**config.mk**
```make
export PLATFORM = sky130hd
export DESIGN_NAME = can_rx_fifo
export DESIGN_NICKNAME = d
export VERILOG_FILES = /design/src/rtl/can_rx_fifo.sv
export SDC_FILE = /design/constraint.sdc
export NUM_CORES = 1
export LEC_CHECK = 0
export BUFFER_PORTS_ARGS = -buffer_cell sky130_fd_sc_hd__buf_2
export CORE_ASPECT_RATIO = 1.1
export CORE_UTILIZATION = 64
export CTS_CLUSTER_SIZE = 12
export DETAILED_ROUTE_END_ITERATION = 8
export MAX_ROUTING_LAYER = met4
export PLACE_DENSITY_LB_ADDON = 0.05
export SYNTH_ARGS = -nofsm -noshare
export SYNTH_HDL_FRONTEND = slang
export SYNTH_SLANG_ARGS = --single-unit
```
**constraint.sdc**
```tcl
create_clock -name clk -period 21.7 [get_ports clk]
set_input_delay 2.17 -clock clk [delete_from_list [all_inputs] [get_ports clk]]
set_output_delay 2.17 -clock clk [all_outputs]
set_load 0.02 [all_outputs]
```
**src/rtl/can_rx_fifo.sv**
```systemverilog
module can_rx_fifo #(
  parameter int DEPTH      = 6,
  parameter int WARN_LEVEL = 5,
  parameter int W          = 32
) (
  input  logic         clk,
  input  logic         rst_n,
  input  logic         push_valid,
  input  logic [W-1:0] push_cs,
  input  logic [W-1:0] push_id,
  input  logic [W-1:0] push_d0,
  input  logic [W-1:0] push_d1,
  input  logic [2:0]   flag_w1c,
  output logic [W-1:0] out_cs,
  output logic [W-1:0] out_id,
  output logic [W-1:0] out_d0,
  output logic [W-1:0] out_d1,
  output logic         flag_avail,
  output logic         flag_warn,
  output logic         flag_overflow,
  output logic         fifo_full
);
  localparam int PW = (DEPTH > 1) ? $clog2(DEPTH) : 1;
  localparam int CW = $clog2(DEPTH + 1);
  localparam logic [CW-1:0] DEPTH_C = CW'(DEPTH);
  localparam logic [CW-1:0] WARN_C  = CW'(WARN_LEVEL);
  localparam logic [PW-1:0] LAST_P  = PW'(DEPTH - 1);

  logic [W-1:0]  m_cs [DEPTH];
  logic [W-1:0]  m_id [DEPTH];
  logic [W-1:0]  m_d0 [DEPTH];
  logic [W-1:0]  m_d1 [DEPTH];
  logic [W-1:0]  h_cs, h_id, h_d0, h_d1;
  logic [PW-1:0] rd, wr;
  logic [CW-1:0] count, count_nx;
  logic          empty, pop, acc, warn_set, ovf_set;

  assign empty     = (count == '0);
  assign fifo_full = (count == DEPTH_C);
  assign pop       = flag_w1c[0] & ~empty;
  assign acc       = push_valid & (~fifo_full | pop);
  assign ovf_set   = push_valid & ~acc;
  assign count_nx  = count + CW'(acc) - CW'(pop);
  assign warn_set  = (count < WARN_C) & (count_nx >= WARN_C);

  assign flag_avail = ~empty;
  assign out_cs = empty ? h_cs : m_cs[rd];
  assign out_id = empty ? h_id : m_id[rd];
  assign out_d0 = empty ? h_d0 : m_d0[rd];
  assign out_d1 = empty ? h_d1 : m_d1[rd];

  always_ff @(posedge clk) begin
    if (acc) begin
      m_cs[wr] <= push_cs;
      m_id[wr] <= push_id;
      m_d0[wr] <= push_d0;
      m_d1[wr] <= push_d1;
    end
  end

  always_ff @(posedge clk or negedge rst_n) begin
    if (!rst_n) begin
      rd    <= '0;
      wr    <= '0;
      count <= '0;
      h_cs  <= '0;
      h_id  <= '0;
      h_d0  <= '0;
      h_d1  <= '0;
    end else begin
      count <= count_nx;
      if (acc) wr <= (wr == LAST_P) ? '0 : wr + 1'b1;
      if (pop) begin
        rd   <= (rd == LAST_P) ? '0 : rd + 1'b1;
        h_cs <= m_cs[rd];
        h_id <= m_id[rd];
        h_d0 <= m_d0[rd];
        h_d1 <= m_d1[rd];
      end
    end
  end

  always_ff @(posedge clk or negedge rst_n) begin
    if (!rst_n) begin
      flag_warn     <= 1'b0;
      flag_overflow <= 1'b0;
    end else begin
      if (warn_set)         flag_warn <= 1'b1;
      else if (flag_w1c[1]) flag_warn <= 1'b0;
      if (ovf_set)          flag_overflow <= 1'b1;
      else if (flag_w1c[2]) flag_overflow <= 1'b0;
    end
  end

  AST_COUNT_BOUND: assert property (@(posedge clk) disable iff (!rst_n)
    count <= DEPTH_C);
  AST_REFUSE_HOLD: assert property (@(posedge clk) disable iff (!rst_n)
    (push_valid && fifo_full && !flag_w1c[0]) |=> (fifo_full && flag_overflow && $stable(out_id)));
  AST_POP_ADVANCE: assert property (@(posedge clk) disable iff (!rst_n)
    (flag_w1c[0] && flag_avail && !push_valid) |=> (count == $past(count) - 1'b1));
  AST_PUSHPOP_EQ: assert property (@(posedge clk) disable iff (!rst_n)
    (flag_w1c[0] && flag_avail && push_valid) |=> ($stable(count) && !$rose(flag_overflow)));
  AST_EMPTY_HOLD: assert property (@(posedge clk) disable iff (!rst_n)
    (!flag_avail && !push_valid) |=> ($stable(out_cs) && $stable(out_id) && $stable(out_d0) && $stable(out_d1)));
  AST_WARN_SET: assert property (@(posedge clk) disable iff (!rst_n)
    (count == WARN_C - 1'b1 && push_valid && !flag_w1c[0]) |=> flag_warn);
endmodule

```
==> results of run 1 <==
==> placed cells by master, fill, tap and decap left out, types with 2 or more instances in the layout <==
| master | n |
|---|---|
| a21oi_1 | 256 |
| a222oi_1 | 128 |
| buf_12 | 3 |
| buf_2 | 264 |
| buf_4 | 28 |
| clkbuf_1 | 56 |
| clkbuf_16 | 89 |
| clkbuf_8 | 6 |
| clkinv_2 | 2 |
| dfrtp_1 | 137 |
| dfrtp_4 | 2 |
| diode_2 | 25 |
| edfxtp_1 | 768 |
| ha_1 | 3 |
| inv_1 | 4 |
| mux2_2 | 306 |
| mux2_4 | 82 |
| nand2_1 | 6 |
| nor2_1 | 258 |
| nor2b_4 | 2 |
| nor3_2 | 2 |
| nor4b_2 | 2 |
| o22ai_1 | 2 |
| xor2_1 | 2 |
==> layout make-up <==
| type | count | area [µm²] |
|---|---|---|
| fill | 3493 | 14800 |
| timing repair buffer | 296 | 1600 |
| inverter | 4 | 15.0 |
| clock inverter | 3 | 40.0 |
| tap | 736 | 921 |
| clock buffer | 151 | 2520 |
| multi-input combinational | 1060 | 8480 |
| sequential | 907 | 26500 |
| antenna | 25 | 62.6 |
==> routing by layer <==
layer,vias to the layer above,share of wire (%)
met5,-,0
li1,8811,-
met3,107,7.4
met4,0,2.2
met2,713,51
met1,10013,40
==> state kept, by name, summed over array words and instances, names as in the netlist, 32 cells and up <==
register,cells
h_d1,32
m_d0,192
m_cs,192
m_d1,192
h_d0,32
h_id,32
m_id,192
h_cs,32
==> cells by family after synthesis <==
group	Yosys count	share of synthesized area, %
mux	388	13.1
buf+inv	147	1.94
fa+ha+maj	4	0.161
simple gates	276	3.00
xor+xnor	3	0.0737
compound gates	389	7.28
flops	907	74.4
==> power by group through the flow <==
| stage | clock network, mW | registers [mW] | logic [mW] |
|---|---|---|---|
| final | 1.39 | 2.43 | 2.21 |
| after global routing | 1.48 | 2.47 | 2.36 |
| after CTS | 1.41 | 2.43 | 2.22 |
| after detailed placement | 0 | 2.47 | 2.21 |
| after global placement | 0 | 2.45 | 2.18 |
| after floorplan | 0 | 2.47 | 1.59 |
==> stage by stage <==
step	cell area, µm²	std cells	total power [mW]	util, %
after CTS	40100	3157	6.06	73.0
after global routing	40200	3182	6.30	73.1
after floorplan	35700	2114	4.06	-
final	40200	3182	6.04	73.1
after global placement	37600	3003	4.62	68.4
after detailed placement	37600	3003	4.67	68.4
==> worst max path at each step <==
stage,start,end,cells after the start
detailed placement,rd[0],out_id[3],6
finish,rd[0],out_cs[24],6
global route,rd[0],out_cs[22],6
global placement,rd[0],out_cs[25],6
CTS,rd[0],out_id[3],6
floorplan,flag_w1c[0],m_cs[4][0],3
==> critical path: stages, from the launching register on <==
cell and delay [ns]:
dfrtp_4 1.02, buf_12 0.79, buf_4 0.97, mux2_2 0.42
a222oi_1 0.48, a21oi_1 0.13, buf_2 0.21
==> impl_metrics.py, run 1 <==
metrics = {
    "place": {
        "place_ws_ns": 15.28,
        "place_congestion": 0.773,
        "place_hpwl_um": 39700,
        "numPortBuffers": 265,
    },
    "die": {
        "chipHeight_um": 250,
        "core_area_mm2": 0.0550,
        "fp.dieW_um": 227,
        "ios": 266,
        "num_rows": 90,
        "die_area_mm2": 0.0567,
        "initial_core_util_pct": 64.9,
    },
    "logic_synthesis": {
        "yosysMostFrequentCell": "edfxtp_1",
        "ys.flop_type": "edfxtp_1",
        "async_flop_share_pct": 15.3,
        "syn-mean-instance-area_um2": 16.9,
        "synth_common_cells": "edfxtp_1, mux2_2, nor2_1, a21oi_1, dfrtp_1",
        "postSynthCellCount": 2114,
        "synthTopCellsByArea": "edfxtp_1, dfrtp_1, mux2_2, a21oi_1, a222oi_1",
        "yosysSeqAreaShare_pct": 74.4,
        "synth_cell_types": 28,
        "syn_area_mm2": 0.0357,
        "synth_nets": 2252,
        "synth_top_area_share_pct": 64.7,
        "ys.warnings.count": 0,
        "synth_edf_count": 768,
        "ys_ff_latch": 907,
        "synth_top_area_cell": "edfxtp_1",
    },
    "sta": {
        "holdWs_ns": 0.526,
        "rsz0062_at_grt": "no",
        "clock_skew_ns": 0.0197,
        "maxSlewViolCount": 0,
        "setup_ws_ns": 14.55,
        "worstMarginPinSlew_ns": 1.21,
        "post-route-period-util_pct": 33.0,
        "finalSetupViolations": 0,
        "fin_setup_tns_ns": 0,
        "fin_crit_ns": 7.15,
        "relSlewSlack_pct": 19.0,
        "hold_viol": 0,
        "max_freq_mhz": 140,
    },
    "cts": {
        "clk_latency_ns": 0.63,
        "cts_tree": "built",
        "clockBufferDepth": 3,
        "clk_pin_slew_ns": 0.06,
        "cts_sinks": 907,
        "cts_root_buffer": "clkbuf_16",
        "postCtsSetupBuffers": 0,
        "h-tree-depth": 3,
        "cts-resized-gates": 0,
        "ctsHoldBuffers": 0,
        "numCtsBuffers": 88,
    },
    "hold_path": {
        "hold_class": "flip-flop to flip-flop",
        "min_to": "h_d1[15]",
        "hp-start": "h_d1[15]",
        "min_path_cells": 2,
    },
    "critical_path": {
        "crit_type": "flip-flop to primary output",
        "critPathLaunchType": "flip-flop",
        "ff2ff_path_depth": 5,
        "r2r_start": "rd[0]",
        "path_max_fanout": 177,
        "r2r-end": "h_cs[24]",
        "crit_required_ns": 19.53,
        "arrival_ns": 4.98,
        "rrSetupSlack_ns": 17.35,
        "cp-end-kind": "primary output",
    },
    "cells_and_area": {
        "nets": 2495,
        "layout-drive-gt1-share_pct": 32.8,
        "area_growth_pct": 12.7,
    },
    "pwr": {
        "p_seq_share_pct": 40.3,
        "power.switching_mw": 2.13,
        "internal_power_mw": 3.90,
        "power_leakage_nw": 14.2,
        "comb_power_share_pct": 36.6,
        "peakVddDrop_mv": 0.125,
        "power_frac_clock_pct": 23.1,
        "switching_share_pct": 35.4,
        "powerDensity_mw_per_mm2": 150,
    },
    "global_routing": {
        "met1_usage_pct": 35.7,
        "grt_use_met2_pct": 45.6,
        "grt.busiest_layer": "met2",
        "grt_start_max_net_pins": 203,
        "grt_use_met3_pct": 5.77,
        "grt-ovfl-total": 0,
        "grt_pass1_vias": 19935,
        "grt_antenna_before_repair": 24,
        "grt_pass1_wl_um": 116000,
        "grt_use_total_pct": 28.2,
    },
    "drt": {
        "drt-initial-drc-count": 1908,
        "drt_first_pass_iters": 8,
        "vias_per_cell": 6.17,
        "antenna_left": 0,
        "wl_per_cell_um": 24.2,
        "totalWireLength_um": 77000,
        "drc": 0,
        "via_count": 19644,
    },
    "run": {
        "maxCapViolations": 0,
    },
    "outcome": {
        "status": "finished, final reports clean",
    },
}
Note: power is estimated with default switching activity, not from simulation.
==> inputs of run 2 (changes only) <==
- ABC_AREA: not set -> 1
- CORE_UTILIZATION: 64 -> 60
- clock period: 21.7 -> 7 ns (I/O delays scaled with it)
==> run 2 against run 1 <==
Against the previous run:
- the run now ends with slew limit left
- clock skew shrank 0.0046 ns
- cell count rose by 52%
- routed wire length increased by 20%
- sequential share of layout area shrank 3.8 points
- synthesized area up 6.8%
- non-clock buffer count grew 1
- critical path depth increased by 2
- synthesized cell count up 76%
- cell area increased by 6.1%
- critical endpoint is now out_cs[17]
==> impl_metrics.py, run 2 <==
metrics = {
    "outcome": {
        "status": "finished with violations",
        "violations": "slew limit",
    },
    "place": {
        "place_area_mm2": 0.0397,
        "place_hpwl_um": 46500,
        "numPortBuffers": 265,
        "place_congestion": 0.781,
    },
    "cells_and_area": {
        "area_growth_pct": 11.9,
        "fin_area_mm2": 0.0426,
        "nets": 4055,
        "layout-drive-gt1-share_pct": 10.7,
        "final_common_cell": "nand2_1",
        "layout.cells.most_common_list": "nand2_1, edfxtp_1, nand3_1",
    },
    "critical_path": {
        "rrSetupSlack_ns": 3.45,
        "crit_type": "flip-flop to primary output",
        "cp_top_family": "buffers and inverters",
        "path_max_fanout": 274,
        "worst_path_max_delay_cell": "dfrtp_4",
        "ff2ff_path_depth": 11,
        "crit_required_ns": 6.30,
        "critPathLaunchType": "flip-flop",
        "cpPeakStageDelay_ns": 0.96,
        "r2r-end": "flag_warn",
        "r2r_start": "count[2]",
        "cp-end-kind": "primary output",
        "critPathMostFrequentCell": "nand2_1",
        "critPathBufInv": 3,
        "arrival_ns": 4.06,
        "crit_chain": "clkinv_8 > buf_12 > nand2_1 > nand3_1 > nand3_1 > nand2_1 > nand2_1 > buf_2",
    },
    "pwr": {
        "powerDensity_mw_per_mm2": 462,
        "peakVddDrop_mv": 0.644,
        "power_leakage_nw": 19.0,
        "p_total_mw": 19.7,
    },
    "cts": {
        "ctsHoldBuffers": 0,
        "cts-resized-gates": 0,
        "clk_pin_slew_ns": 0.06,
        "clockBufferDepth": 3,
        "h-tree-depth": 3,
        "numCtsBuffers": 91,
        "clk_latency_ns": 0.64,
        "postCtsSetupBuffers": 0,
        "cts_root_buffer": "clkbuf_16",
        "cts_tree": "built",
        "cts_sinks": 907,
    },
    "logic_synthesis": {
        "async_flop_share_pct": 15.3,
        "synth-compound-area-share_pct": 0.131,
        "synth_top_area_cell": "edfxtp_1",
        "synthTopCellsByArea": "edfxtp_1, nand2_1, dfrtp_1, nand3_1, inv_1",
        "ys.flop_type": "edfxtp_1",
        "synth-xor-area-share_pct": 0.0460,
        "yosys.area_share.simple_pct": 24.3,
        "ys.warnings.count": 0,
        "syn-mean-instance-area_um2": 10.2,
        "synth_top_area_share_pct": 60.5,
        "postSynthCellCount": 3725,
        "muxShareOfSynthArea_pct": 0,
        "yosysMostFrequentCell": "nand2_1",
        "syn_area_mm2": 0.0381,
        "yosysSeqAreaShare_pct": 69.7,
        "synth_edf_count": 768,
        "ys_ff_latch": 907,
        "synth_cell_types": 24,
        "synth_common_cells": "nand2_1, edfxtp_1, nand3_1, inv_1, dfrtp_1",
        "synth_top_family_by_area": "simple AND/OR/NAND/NOR gates",
        "synthAdderAreaFrac_pct": 0.151,
        "synth_nets": 3863,
    },
    "global_routing": {
        "grt_use_total_pct": 29.9,
        "grt-ovfl-total": 0,
        "grt_pass1_wl_um": 143000,
        "grt_start_max_net_pins": 275,
        "grt_pass1_vias": 25410,
        "grt_antenna_before_repair": 21,
    },
    "sta": {
        "worstMarginPinSlew_ns": 1.54,
        "clock_skew_ns": 0.0151,
        "rsz0062_at_grt": "no",
        "fin_crit_ns": 4.76,
        "hold_viol": 0,
        "maxSlewViolCount": 55,
        "relSlewSlack_pct": -2.40,
        "max_freq_mhz": 210,
        "finalSetupViolations": 0,
        "post-route-period-util_pct": 67.9,
    },
    "drt": {
        "drt-initial-drc-count": 1982,
        "wl_per_cell_um": 19.0,
        "via_count": 26233,
        "antenna_left": 0,
        "vias_per_cell": 5.41,
        "drc": 0,
        "totalWireLength_um": 92300,
        "drt_first_pass_iters": 5,
    },
    "die": {
        "core_area_mm2": 0.0626,
        "initial_core_util_pct": 60.9,
        "die_area_mm2": 0.0645,
        "fp.dieW_um": 242,
        "chipHeight_um": 266,
        "ios": 266,
        "num_rows": 96,
    },
    "run": {
        "maxCapViolations": 0,
    },
    "hold_path": {
        "hold_class": "input port to async pin",
    },
}
run 2: worst max path at each step:
stage / start / end / slack (ns) / depth (start not counted)
6_report: rd[0] / out_cs[17] / 2.24 / 8
5_1_grt: rd[0] / out_d1[12] / 2.19 / 9
4_1_cts: rd[0] / out_d1[12] / 2.43 / 9
3_5_place_dp: rd[0] / out_cs[25] / 3.16 / 9
3_3_place_gp: rd[0] / out_d1[3] / 3.17 / 9
2_1_floorplan: flag_w1c[0] / m_cs[0][0] / -3.37 / 4
run 2: final cells by class:
type                    instances  area (µm²)
clock inverters                11         106
multi-input cells            2350        9430
fillers                      4700       19900
repair buffers                297        1660
clock buffers                 157        2740
well taps                     833        1040
flip-flops and latches        907       26600
inverters                     270        1040
diodes                         25        62.6
run 2: where the power goes:
| part | internal, mW | switching [mW] |
|---|---|---|
| logic | 2.05 | 5.52 |
| clock network | 2.72 | 1.94 |
| registers | 7.02 | 0.451 |
| total | 11.8 | 7.91 |
run 2: stage by stage:
| step | utilization (%) | hold slack [ns] | cells | TNS (ns) | setup WS [ns] |
|---|---|---|---|---|---|
| 5_1_grt | 68.1 | 0.0444 | 4842 | 0 | 2.19 |
| 3_5_place_dp | 63.5 | 0.465 | 4657 | 0 | 3.16 |
| 2_1_floorplan | - | 0.404 | 3725 | -1295.67 | -3.37 |
| 3_3_place_gp | 63.5 | 0.461 | 4657 | 0 | 3.17 |
| 6_report | 68.1 | 0.0373 | 4850 | 0 | 2.24 |
| 4_1_cts | 68.0 | 0.0223 | 4825 | 0 | 2.43 |
run 2: logic make-up (layout without fill, tap and decap cells):
family / count (synthesis) / after routing
XOR/XNOR: 2 / 2
buffers and inverters: 468 / 735
adder cells (fa/ha/maj): 4 / 4
AO/OA/AOI/OAI: 9 / 9
flip-flops: 907 / 907
AND/OR/NAND/NOR: 2335 / 2335
other: 0 / 25
run 2: worst reg2reg max path, stage by stage (launching register included):
cell and delay (ns):
dfrtp_1 0.41, nor2_1 0.21, nand2_4 0.47, nand2_4 0.70
inv_4 0.35, nand2_1 0.20, nand2_1 0.07, ha_1 0.20
fa_1 0.40, xor2_1 0.19, o211ai_1 0.10, o21ai_0 0.12
run 2: per-layer routing:
layer | up-vias | part of all wire [%] | wire, µm | global-route usage (%)
met5 | - | 0 | 0 | -
met4 | 0 | 2.2 | 2010 | 10.1
met1 | 12681 | 41 | 37600 | 38.2
met3 | 155 | 7.8 | 7190 | 5.13
met2 | 965 | 49 | 45400 | 49.0
li1 | 12432 | - | - | -
